File: src/rtl/ebs_pkg.sv
package ebs_pkg;

    typedef enum logic [3:0] {
        ST_NONE,
        ST_TI,
        ST_T1,
        ST_T2,
        ST_T3,
        ST_TP,
        ST_TR,
        ST_TC1,
        ST_TC2
    } ebs_state_e;

    // strobe activity of one bus state, independent of request fields
    typedef struct packed {
        logic sel;      // chip select active
        logic rd_win;   // read strobe window
        logic wr_win;   // normal write strobe window
        logic cas_win;  // DRAM column strobe window
        logic ras_win;  // DRAM row strobe window
        logic row_adr;  // drive row half
        logic col_adr;  // drive column half
    } ebs_phase_t;

    function automatic logic ebs_is_last(ebs_state_e s);
        return (s == ST_T3) || (s == ST_TC2);
    endfunction

    function automatic ebs_phase_t ebs_phase(ebs_state_e s);
        ebs_phase_t p;
        p = '0;
        case (s)
            ST_T1:  p.sel = 1'b1;
            ST_T2:  begin p.sel = 1'b1; p.rd_win = 1'b1; p.wr_win = 1'b1; end
            ST_T3:  begin p.sel = 1'b1; p.rd_win = 1'b1; end
            ST_TP:  begin p.sel = 1'b1; p.row_adr = 1'b1; end
            ST_TR:  begin p.sel = 1'b1; p.row_adr = 1'b1; p.ras_win = 1'b1; end
            ST_TC1, ST_TC2: begin
                p.sel = 1'b1; p.col_adr = 1'b1; p.ras_win = 1'b1;
                p.cas_win = 1'b1; p.rd_win = 1'b1;
            end
            default: p = '0;
        endcase
        return p;
    endfunction

endpackage

File: src/rtl/ebs_idle_rule.sv
module ebs_idle_rule #(
    parameter int AREA_W = 3
) (
    input  logic              clk_i,
    input  logic              rst_ni,
    input  logic              cfg_load_i,
    input  logic              cfg_rd_rd_idle_i,
    input  logic              cfg_rd_wr_idle_i,
    input  logic              cur_last_i,
    input  logic              cur_write_i,
    input  logic [AREA_W-1:0] cur_area_i,
    input  logic              new_write_i,
    input  logic [AREA_W-1:0] new_area_i,
    output logic              insert_o
);

    typedef struct packed {
        logic rd_rd;
        logic rd_wr;
    } cfg_t;

    cfg_t cfg_d, cfg_q;

    always_comb begin
        cfg_d = cfg_q;
        if (cfg_load_i) begin
            cfg_d.rd_rd = cfg_rd_rd_idle_i;
            cfg_d.rd_wr = cfg_rd_wr_idle_i;
        end
    end

    always_ff @(posedge clk_i or negedge rst_ni) begin
        if (!rst_ni) cfg_q <= '{rd_rd: 1'b1, rd_wr: 1'b1};
        else         cfg_q <= cfg_d;
    end

    logic area_change;
    logic kind_enabled;

    always_comb begin
        area_change  = (cur_area_i != new_area_i);
        kind_enabled = new_write_i ? cfg_q.rd_wr : cfg_q.rd_rd;
        insert_o     = cur_last_i && !cur_write_i && area_change && kind_enabled;
    end

endmodule

File: src/rtl/ebs_seq.sv
module ebs_seq
    import ebs_pkg::*;
#(
    parameter int AREA_W = 3,
    parameter int ADDR_W = 16
) (
    input  logic              clk_i,
    input  logic              rst_ni,
    input  logic              req_valid_i,
    input  logic [AREA_W-1:0] req_area_i,
    input  logic              req_write_i,
    input  logic              req_dram_i,
    input  logic [1:0]        req_be_i,
    input  logic [ADDR_W-1:0] req_addr_i,
    input  logic              insert_i,
    output logic              ready_o,
    output logic              last_o,
    output ebs_state_e        state_q_o,
    output ebs_state_e        state_d_o,
    output logic [AREA_W-1:0] area_q_o,
    output logic              write_q_o,
    output logic [AREA_W-1:0] area_d_o,
    output logic              write_d_o,
    output logic [1:0]        be_d_o,
    output logic [ADDR_W-1:0] addr_d_o
);

    typedef struct packed {
        ebs_state_e        state;
        logic [AREA_W-1:0] area;
        logic              write;
        logic              dram;
        logic [1:0]        be;
        logic [ADDR_W-1:0] addr;
    } seq_t;

    seq_t       seq_d, seq_q;
    logic       fire;
    ebs_state_e first_st;

    always_comb begin
        ready_o = (seq_q.state == ST_NONE) || ebs_is_last(seq_q.state);
        last_o  = ebs_is_last(seq_q.state);
    end

    always_comb begin
        seq_d    = seq_q;
        fire     = req_valid_i && ready_o;
        first_st = insert_i ? ST_TI : (req_dram_i ? ST_TP : ST_T1);
        case (seq_q.state)
            ST_NONE: seq_d.state = ST_NONE;
            ST_TI:   seq_d.state = seq_q.dram ? ST_TP : ST_T1;
            ST_T1:   seq_d.state = ST_T2;
            ST_T2:   seq_d.state = ST_T3;
            ST_TP:   seq_d.state = ST_TR;
            ST_TR:   seq_d.state = ST_TC1;
            ST_TC1:  seq_d.state = ST_TC2;
            default: seq_d.state = ST_NONE;
        endcase
        if (fire) begin
            seq_d.state = first_st;
            seq_d.area  = req_area_i;
            seq_d.write = req_write_i;
            seq_d.dram  = req_dram_i;
            seq_d.be    = req_be_i;
            seq_d.addr  = req_addr_i;
        end
    end

    always_ff @(posedge clk_i or negedge rst_ni) begin
        if (!rst_ni) begin
            seq_q       <= '0;
            seq_q.state <= ST_NONE;
        end else begin
            seq_q <= seq_d;
        end
    end

    always_comb begin
        state_q_o = seq_q.state;
        state_d_o = seq_d.state;
        area_q_o  = seq_q.area;
        write_q_o = seq_q.write;
        area_d_o  = seq_d.area;
        write_d_o = seq_d.write;
        be_d_o    = seq_d.be;
        addr_d_o  = seq_d.addr;
    end

    // an idle state only ever follows the last state of a read
    p_idle_after_read_r6: assert property (@(posedge clk_i) disable iff (!rst_ni)
        (seq_q.state == ST_TI) |-> ($past(ebs_is_last(seq_q.state)) && !$past(seq_q.write)));

    // captured request fields hold while the block is not ready
    p_request_held_r5: assert property (@(posedge clk_i) disable iff (!rst_ni)
        (seq_q.state != ST_NONE && !$past(ready_o)) |-> ($stable(seq_q.addr) && $stable(seq_q.area)));

endmodule

File: src/rtl/ebs_strobe.sv
module ebs_strobe
    import ebs_pkg::*;
#(
    parameter int N_AREAS = 8,
    parameter int ADDR_W  = 16,
    localparam int AREA_W = $clog2(N_AREAS),
    localparam int HALF_W = ADDR_W / 2
) (
    input  logic              clk_i,
    input  logic              rst_ni,
    input  ebs_state_e        state_d_i,
    input  ebs_state_e        state_q_i,
    input  logic [AREA_W-1:0] area_d_i,
    input  logic              write_d_i,
    input  logic [1:0]        be_d_i,
    input  logic [ADDR_W-1:0] addr_d_i,
    output logic [N_AREAS-1:0] cs_no,
    output logic              rd_no,
    output logic              hwr_no,
    output logic              lwr_no,
    output logic              ras_no,
    output logic [ADDR_W-1:0] addr_o
);

    typedef struct packed {
        logic [N_AREAS-1:0] cs_n;
        logic               rd_n;
        logic               hwr_n;
        logic               lwr_n;
        logic               ras_n;
        logic [ADDR_W-1:0]  addr;
    } pins_t;

    pins_t      pins_d, pins_q;
    ebs_phase_t ph;
    logic [N_AREAS-1:0] cs_n_d;

    assign ph = ebs_phase(state_d_i);

    for (genvar g = 0; g < N_AREAS; g++) begin : g_cs
        assign cs_n_d[g] = !(ph.sel && (area_d_i == AREA_W'(g)));
    end

    always_comb begin
        pins_d       = pins_q;
        pins_d.cs_n  = cs_n_d;
        pins_d.rd_n  = !(ph.rd_win && !write_d_i);
        pins_d.ras_n = !ph.ras_win;
        pins_d.hwr_n = !((ph.wr_win && write_d_i && be_d_i[1]) ||
                         (ph.cas_win && (!write_d_i || be_d_i[1])));
        pins_d.lwr_n = !((ph.wr_win && write_d_i && be_d_i[0]) ||
                         (ph.cas_win && (!write_d_i || be_d_i[0])));
        if (ph.row_adr)      pins_d.addr = ADDR_W'(addr_d_i[ADDR_W-1:HALF_W]);
        else if (ph.col_adr) pins_d.addr = ADDR_W'(addr_d_i[HALF_W-1:0]);
        else if (ph.sel)     pins_d.addr = addr_d_i;
    end

    always_ff @(posedge clk_i or negedge rst_ni) begin
        if (!rst_ni) begin
            pins_q      <= '0;
            pins_q.cs_n <= '1;
            pins_q.rd_n <= 1'b1;
            pins_q.hwr_n <= 1'b1;
            pins_q.lwr_n <= 1'b1;
            pins_q.ras_n <= 1'b1;
        end else begin
            pins_q <= pins_d;
        end
    end

    always_comb begin
        cs_no  = pins_q.cs_n;
        rd_no  = pins_q.rd_n;
        hwr_no = pins_q.hwr_n;
        lwr_no = pins_q.lwr_n;
        ras_no = pins_q.ras_n;
        addr_o = pins_q.addr;
    end

    p_single_select_r11: assert property (@(posedge clk_i) disable iff (!rst_ni)
        $onehot0(~cs_no));

    p_idle_quiet_r6: assert property (@(posedge clk_i) disable iff (!rst_ni)
        (state_q_i == ST_TI) |-> ((&cs_no) && rd_no && hwr_no && lwr_no && ras_no));

    p_row_held_r4: assert property (@(posedge clk_i) disable iff (!rst_ni)
        (state_q_i == ST_TC2) |-> (!ras_no && $past(!ras_no)));

    p_read_write_apart_r3: assert property (@(posedge clk_i) disable iff (!rst_ni)
        ((!hwr_no || !lwr_no) && !rd_no) |-> !ras_no);

endmodule

File: src/rtl/ext_bus_seq.sv
module ext_bus_seq
    import ebs_pkg::*;
#(
    parameter int N_AREAS = 8,
    parameter int ADDR_W  = 16,
    localparam int AREA_W = $clog2(N_AREAS)
) (
    input  logic               clk_i,
    input  logic               rst_ni,
    input  logic               cfg_load_i,
    input  logic               cfg_rd_rd_idle_i,
    input  logic               cfg_rd_wr_idle_i,
    input  logic               req_valid_i,
    output logic               req_ready_o,
    input  logic [AREA_W-1:0]  req_area_i,
    input  logic               req_write_i,
    input  logic               req_dram_i,
    input  logic [1:0]         req_be_i,
    input  logic [ADDR_W-1:0]  req_addr_i,
    output logic [N_AREAS-1:0] cs_no,
    output logic               rd_no,
    output logic               hwr_no,
    output logic               lwr_no,
    output logic               ras_no,
    output logic [ADDR_W-1:0]  addr_o
);

    logic              insert;
    logic              cur_last;
    ebs_state_e        state_q, state_d;
    logic [AREA_W-1:0] area_q, area_d;
    logic              write_q, write_d;
    logic [1:0]        be_d;
    logic [ADDR_W-1:0] addr_d;

    ebs_idle_rule #(.AREA_W(AREA_W)) u_rule (
        .clk_i           (clk_i),
        .rst_ni          (rst_ni),
        .cfg_load_i      (cfg_load_i),
        .cfg_rd_rd_idle_i(cfg_rd_rd_idle_i),
        .cfg_rd_wr_idle_i(cfg_rd_wr_idle_i),
        .cur_last_i      (cur_last),
        .cur_write_i     (write_q),
        .cur_area_i      (area_q),
        .new_write_i     (req_write_i),
        .new_area_i      (req_area_i),
        .insert_o        (insert)
    );

    ebs_seq #(.AREA_W(AREA_W), .ADDR_W(ADDR_W)) u_seq (
        .clk_i      (clk_i),
        .rst_ni     (rst_ni),
        .req_valid_i(req_valid_i),
        .req_area_i (req_area_i),
        .req_write_i(req_write_i),
        .req_dram_i (req_dram_i),
        .req_be_i   (req_be_i),
        .req_addr_i (req_addr_i),
        .insert_i   (insert),
        .ready_o    (req_ready_o),
        .last_o     (cur_last),
        .state_q_o  (state_q),
        .state_d_o  (state_d),
        .area_q_o   (area_q),
        .write_q_o  (write_q),
        .area_d_o   (area_d),
        .write_d_o  (write_d),
        .be_d_o     (be_d),
        .addr_d_o   (addr_d)
    );

    ebs_strobe #(.N_AREAS(N_AREAS), .ADDR_W(ADDR_W)) u_strobe (
        .clk_i    (clk_i),
        .rst_ni   (rst_ni),
        .state_d_i(state_d),
        .state_q_i(state_q),
        .area_d_i (area_d),
        .write_d_i(write_d),
        .be_d_i   (be_d),
        .addr_d_i (addr_d),
        .cs_no    (cs_no),
        .rd_no    (rd_no),
        .hwr_no   (hwr_no),
        .lwr_no   (lwr_no),
        .ras_no   (ras_no),
        .addr_o   (addr_o)
    );

endmodule

File: config.mk
export PLATFORM = sky130hd
export DESIGN_NAME = ext_bus_seq
export DESIGN_NICKNAME = d
export VERILOG_FILES = /design/src/rtl/ebs_pkg.sv /design/src/rtl/ebs_idle_rule.sv /design/src/rtl/ebs_seq.sv /design/src/rtl/ebs_strobe.sv /design/src/rtl/ext_bus_seq.sv
export SDC_FILE = /design/constraint.sdc
export NUM_CORES = 1
export LEC_CHECK = 0
export ABC_CLOCK_PERIOD_IN_PS = 2000
export BUFFER_PORTS_ARGS = -buffer_cell sky130_fd_sc_hd__buf_4
export CAP_MARGIN = 20
export CORE_MARGIN = 2
export CORE_UTILIZATION = 40
export CTS_BUF_LIST = sky130_fd_sc_hd__clkbuf_16
export DETAILED_ROUTE_END_ITERATION = 8
export GPL_ROUTABILITY_DRIVEN = 0
export GPL_TIMING_DRIVEN = 0
export HOLD_SLACK_MARGIN = 0.05
export PLACE_DENSITY = 0.74
export SLEW_MARGIN = 10
export SYNTH_ARGS = -nofsm -noshare
export SYNTH_HDL_FRONTEND = slang
export SYNTH_SLANG_ARGS = --single-unit
export TNS_END_PERCENT = 20
File: constraint.sdc
create_clock -name clk_i -period 2 [get_ports clk_i]
set_input_delay 0.1 -clock clk_i [delete_from_list [all_inputs] [get_ports clk_i]]
set_output_delay 0.1 -clock clk_i [all_outputs]
set_load 0.005 [all_outputs]
==> reports/metrics.yaml <==
area_growth_pct: 42.1
ant_nets: 0
synthAdderAreaFrac_pct: 0
vias_per_cell: 5.22
syn_nets: 248
synthSimpleGateAreaFrac_pct: 11.5
holdPathEnd: "u_seq.seq_q[14]"
first_pass_iters: 4
cp-start-kind: "flop"
tightest_slew_ns: 0.695
status: "completed"
overflow: 0
critPathKind: "reg -> reg"
clk_latency_ns: 0.32
clockBufferDepth: 2
ir_drop_uv: 985
netlist_area_um2: 2550
synth-xor-area-share_pct: 1.37
layout.nets: 339
crit_arrival_ns: 2.18
dpl_cell_area_um2: 3070
cp_top_family: "compound AO/OA/AOI/OAI gates"
power_density_nw_per_um2: 1670
synth_edf_count: 0
worstPathCellList: "a211oi_4 > and2_1 > clkbuf_1 > mux2i_2 > nor2_1 > o221ai_1"
skew_ns: 0.00495
fin_crit_sh_pct: 97.5
power.leakage_nw: 1.61
grt_max_degree: 58
design.core.area_um2: 6240
seq_area_frac_synth_pct: 56.7
power_mw: 6.05
reg2reg_from: "u_seq.state_q_o[3]"
ys.flop_type: "dfrtp_1"
yosys_warnings: 0
synth.avg_cell_area_um2: 11.6
cts_buffers: 9
worstHoldPathCells: 2
fmax_mhz: 513
die-area_um2: 7030
path_max_fanout: 6
syn-instance-count: 219
placed_cells: 353
port-buffer-count: 57
synth_seq_cells: 57
r2r_slack_ns: 0.05
die_w_um: 83.8
cpPeakStageDelay_ns: 0.41
grt_pass1_wl_mm: 9.62
finalNonFillerCells: 392
start_util_pct: 40.8
stdcell_area_um2: 3620
synth_top_family_by_area: "compound AO/OA/AOI/OAI gates"
setup_violations: 0
die_h_um: 83.8
synth.area.mux_share_pct: 8.69
finalHoldViolCount: 0
slew_viol_final: 0
avgRoutedWirePerCell_um: 14.9
rsz0062_at_grt: "true"
end_kind: "flop"
cts_max_level: 3
grt_antenna_before_repair: 0
rows: 29
clk_pin_slew_worst_paths_ns: 0.05
routed_wl_mm: 5.86
cts_tree: "done"
r2r-end: "u_strobe.lwr_no"
reg2reg_depth: 6
pin_count: 58
vias: 2048
clockRootBuffer: "clkbuf_16"
diodes: 0
worstPathRequired_ns: 2.23
max_cap_violations: 0
layout-drive-gt1-share_pct: 43.2
tns_ns: 0
drt_first_iter_violations: 152
grt_pass1_vias: 2031
synth_compound_area_share_pct: 16.6
dp_hpwl_mm: 3.86
min_path_type: "in -> reg"
slew_headroom_pct: 53.6
slowest_stage: "dfrtp_1"
ys_types: 41
synthArstFlopShare_pct: 100
timing.hold.ws_ns: 0.0573
crit_buf_inv: 1
grt_usage_pct: 17.5
finalCriticalPeriod_ns: 1.95
cts.sinks: 57
worstHoldStart: "req_addr_i[14]"
drc: 0
where the power goes:
| part | total [mW] | switching (mW) | internal (mW) | leakage, nW |
|---|---|---|---|---|
| Combinational | 2.63 | 1.34 | 1.29 | 0.796 |
| Clock | 1.41 | 0.474 | 0.937 | 0.147 |
| Sequential | 2.01 | 0.255 | 1.76 | 0.669 |
| Total | 6.05 | 2.07 | 3.98 | 1.61 |
metrics by stage:
step | util (%) | setup WS (ns)
global route | 58.0 | -0.0199
detailed placement | 49.2 | -0.0133
finish | 58.0 | 0.0497
global placement | 49.2 | 0.0151
CTS | 56.6 | 0.0177
floorplan | - | 0.271
layer usage:
metal / track usage (%) / wire (µm)
met5: 0 / 0
met2: 27.9 / 2920
met1: 21.7 / 2440
met3: 7.81 / 435
met4: 4.69 / 65
how the worst max path moves through the flow:
stage                        from                 end  slack [ns]  depth (start not counted)
2_1_floorplan  u_seq.state_q_o[2]     u_strobe.hwr_no        0.27                          6
3_3_place_gp   u_seq.state_q_o[2]  u_strobe.addr_o[4]        0.02                          6
3_5_place_dp   u_seq.state_q_o[2]  u_strobe.addr_o[3]       -0.01                          6
4_1_cts        u_seq.state_q_o[2]  u_strobe.addr_o[7]        0.02                          7
5_1_grt        u_seq.state_q_o[3]     u_strobe.lwr_no       -0.02                          6
6_report       u_seq.state_q_o[3]     u_strobe.lwr_no        0.05                          6
state kept, by name, indices dropped and copies added (netlist names):
register	cells
u_seq.state_q_o	4
u_strobe.hwr_no	1
u_strobe.lwr_no	1
u_strobe.rd_no	1
u_rule.cfg_q	2
u_strobe.ras_no	1
u_seq.write_q_o	1
u_seq.seq_q	19
u_seq.area_q_o	3
u_strobe.addr_o	16
u_strobe.cs_no	8
cells in the final DEF (no fill, tap or decap), types with 2 or more instances in the layout:
master / synthesis / routed
a21oi_1: 9 / 9
buf_4: 2 / 65
dfstp_2: 14 / 14
nor2_1: 5 / 5
dfrtp_1: 43 / 43
nand3b_1: 2 / 2
o21ai_2: 1 / 2
o2bb2ai_1: 8 / 8
mux2_2: 17 / 17
nand3_1: 12 / 12
buf_2: 6 / 5
dlygate4sd3_1: 0 / 16
and2_1: 2 / 2
o21ai_0: 7 / 6
clkinv_1: 0 / 2
o211ai_1: 8 / 8
inv_1: 14 / 16
mux2i_2: 0 / 2
xor2_1: 4 / 4
nand2b_1: 2 / 2
clkinv_2: 0 / 2
buf_6: 1 / 2
clkbuf_16: 0 / 9
nor3_2: 1 / 6
o31ai_1: 13 / 13
o221ai_1: 2 / 2
nor3_1: 10 / 5
nand2_1: 14 / 14
timing repair:
| item | 4_1_cts | 5_1_grt |
|---|---|---|
| hold endpoints to repair | 57 | 0 |
| setup buffers | 0 | 7 |
| gates resized for setup | 3 | 11 |
| pin swaps | 0 | 4 |
| endpoints found under the setup margin | 13 | 25 |
| hold buffers | 16 | 0 |
layout make-up:
class	instances	area [µm²]
Fill cell	533	2620
Sequential cell	57	1440
Multi-Input combinational cell	136	1020
Timing Repair Buffer	80	641
Clock buffer	9	225
Tap cell	77	96.3
Buffer	12	85.1
Clock inverter	7	55.1
Inverter	14	52.6
cell usage after synthesis (all sizes together) (8+ instances only):
| master | count | area share, % |
|---|---|---|
| buf | 11 | 2.9 |
| dfrtp | 43 | 42 |
| nand3 | 12 | 2.4 |
| o21ai | 8 | 1.7 |
| nor3 | 12 | 3.0 |
| a21oi | 9 | 1.8 |
| mux2 | 17 | 7.5 |
| o2bb2ai | 8 | 2.7 |
| nand2 | 15 | 2.3 |
| o211ai | 8 | 2.4 |
| inv | 14 | 2.1 |
| dfstp | 14 | 14 |
| o31ai | 13 | 3.8 |
cell families (layout without fill, tap and decap cells):
kind of cell | Yosys count | after routing
flip-flops | 57 | 57
XOR/XNOR | 4 | 4
AO/OA/AOI/OAI | 57 | 57
buffers and inverters | 26 | 122
multiplexers | 20 | 20
AND/OR/NAND/NOR | 55 | 55
(Power assumes the default switching activity.)
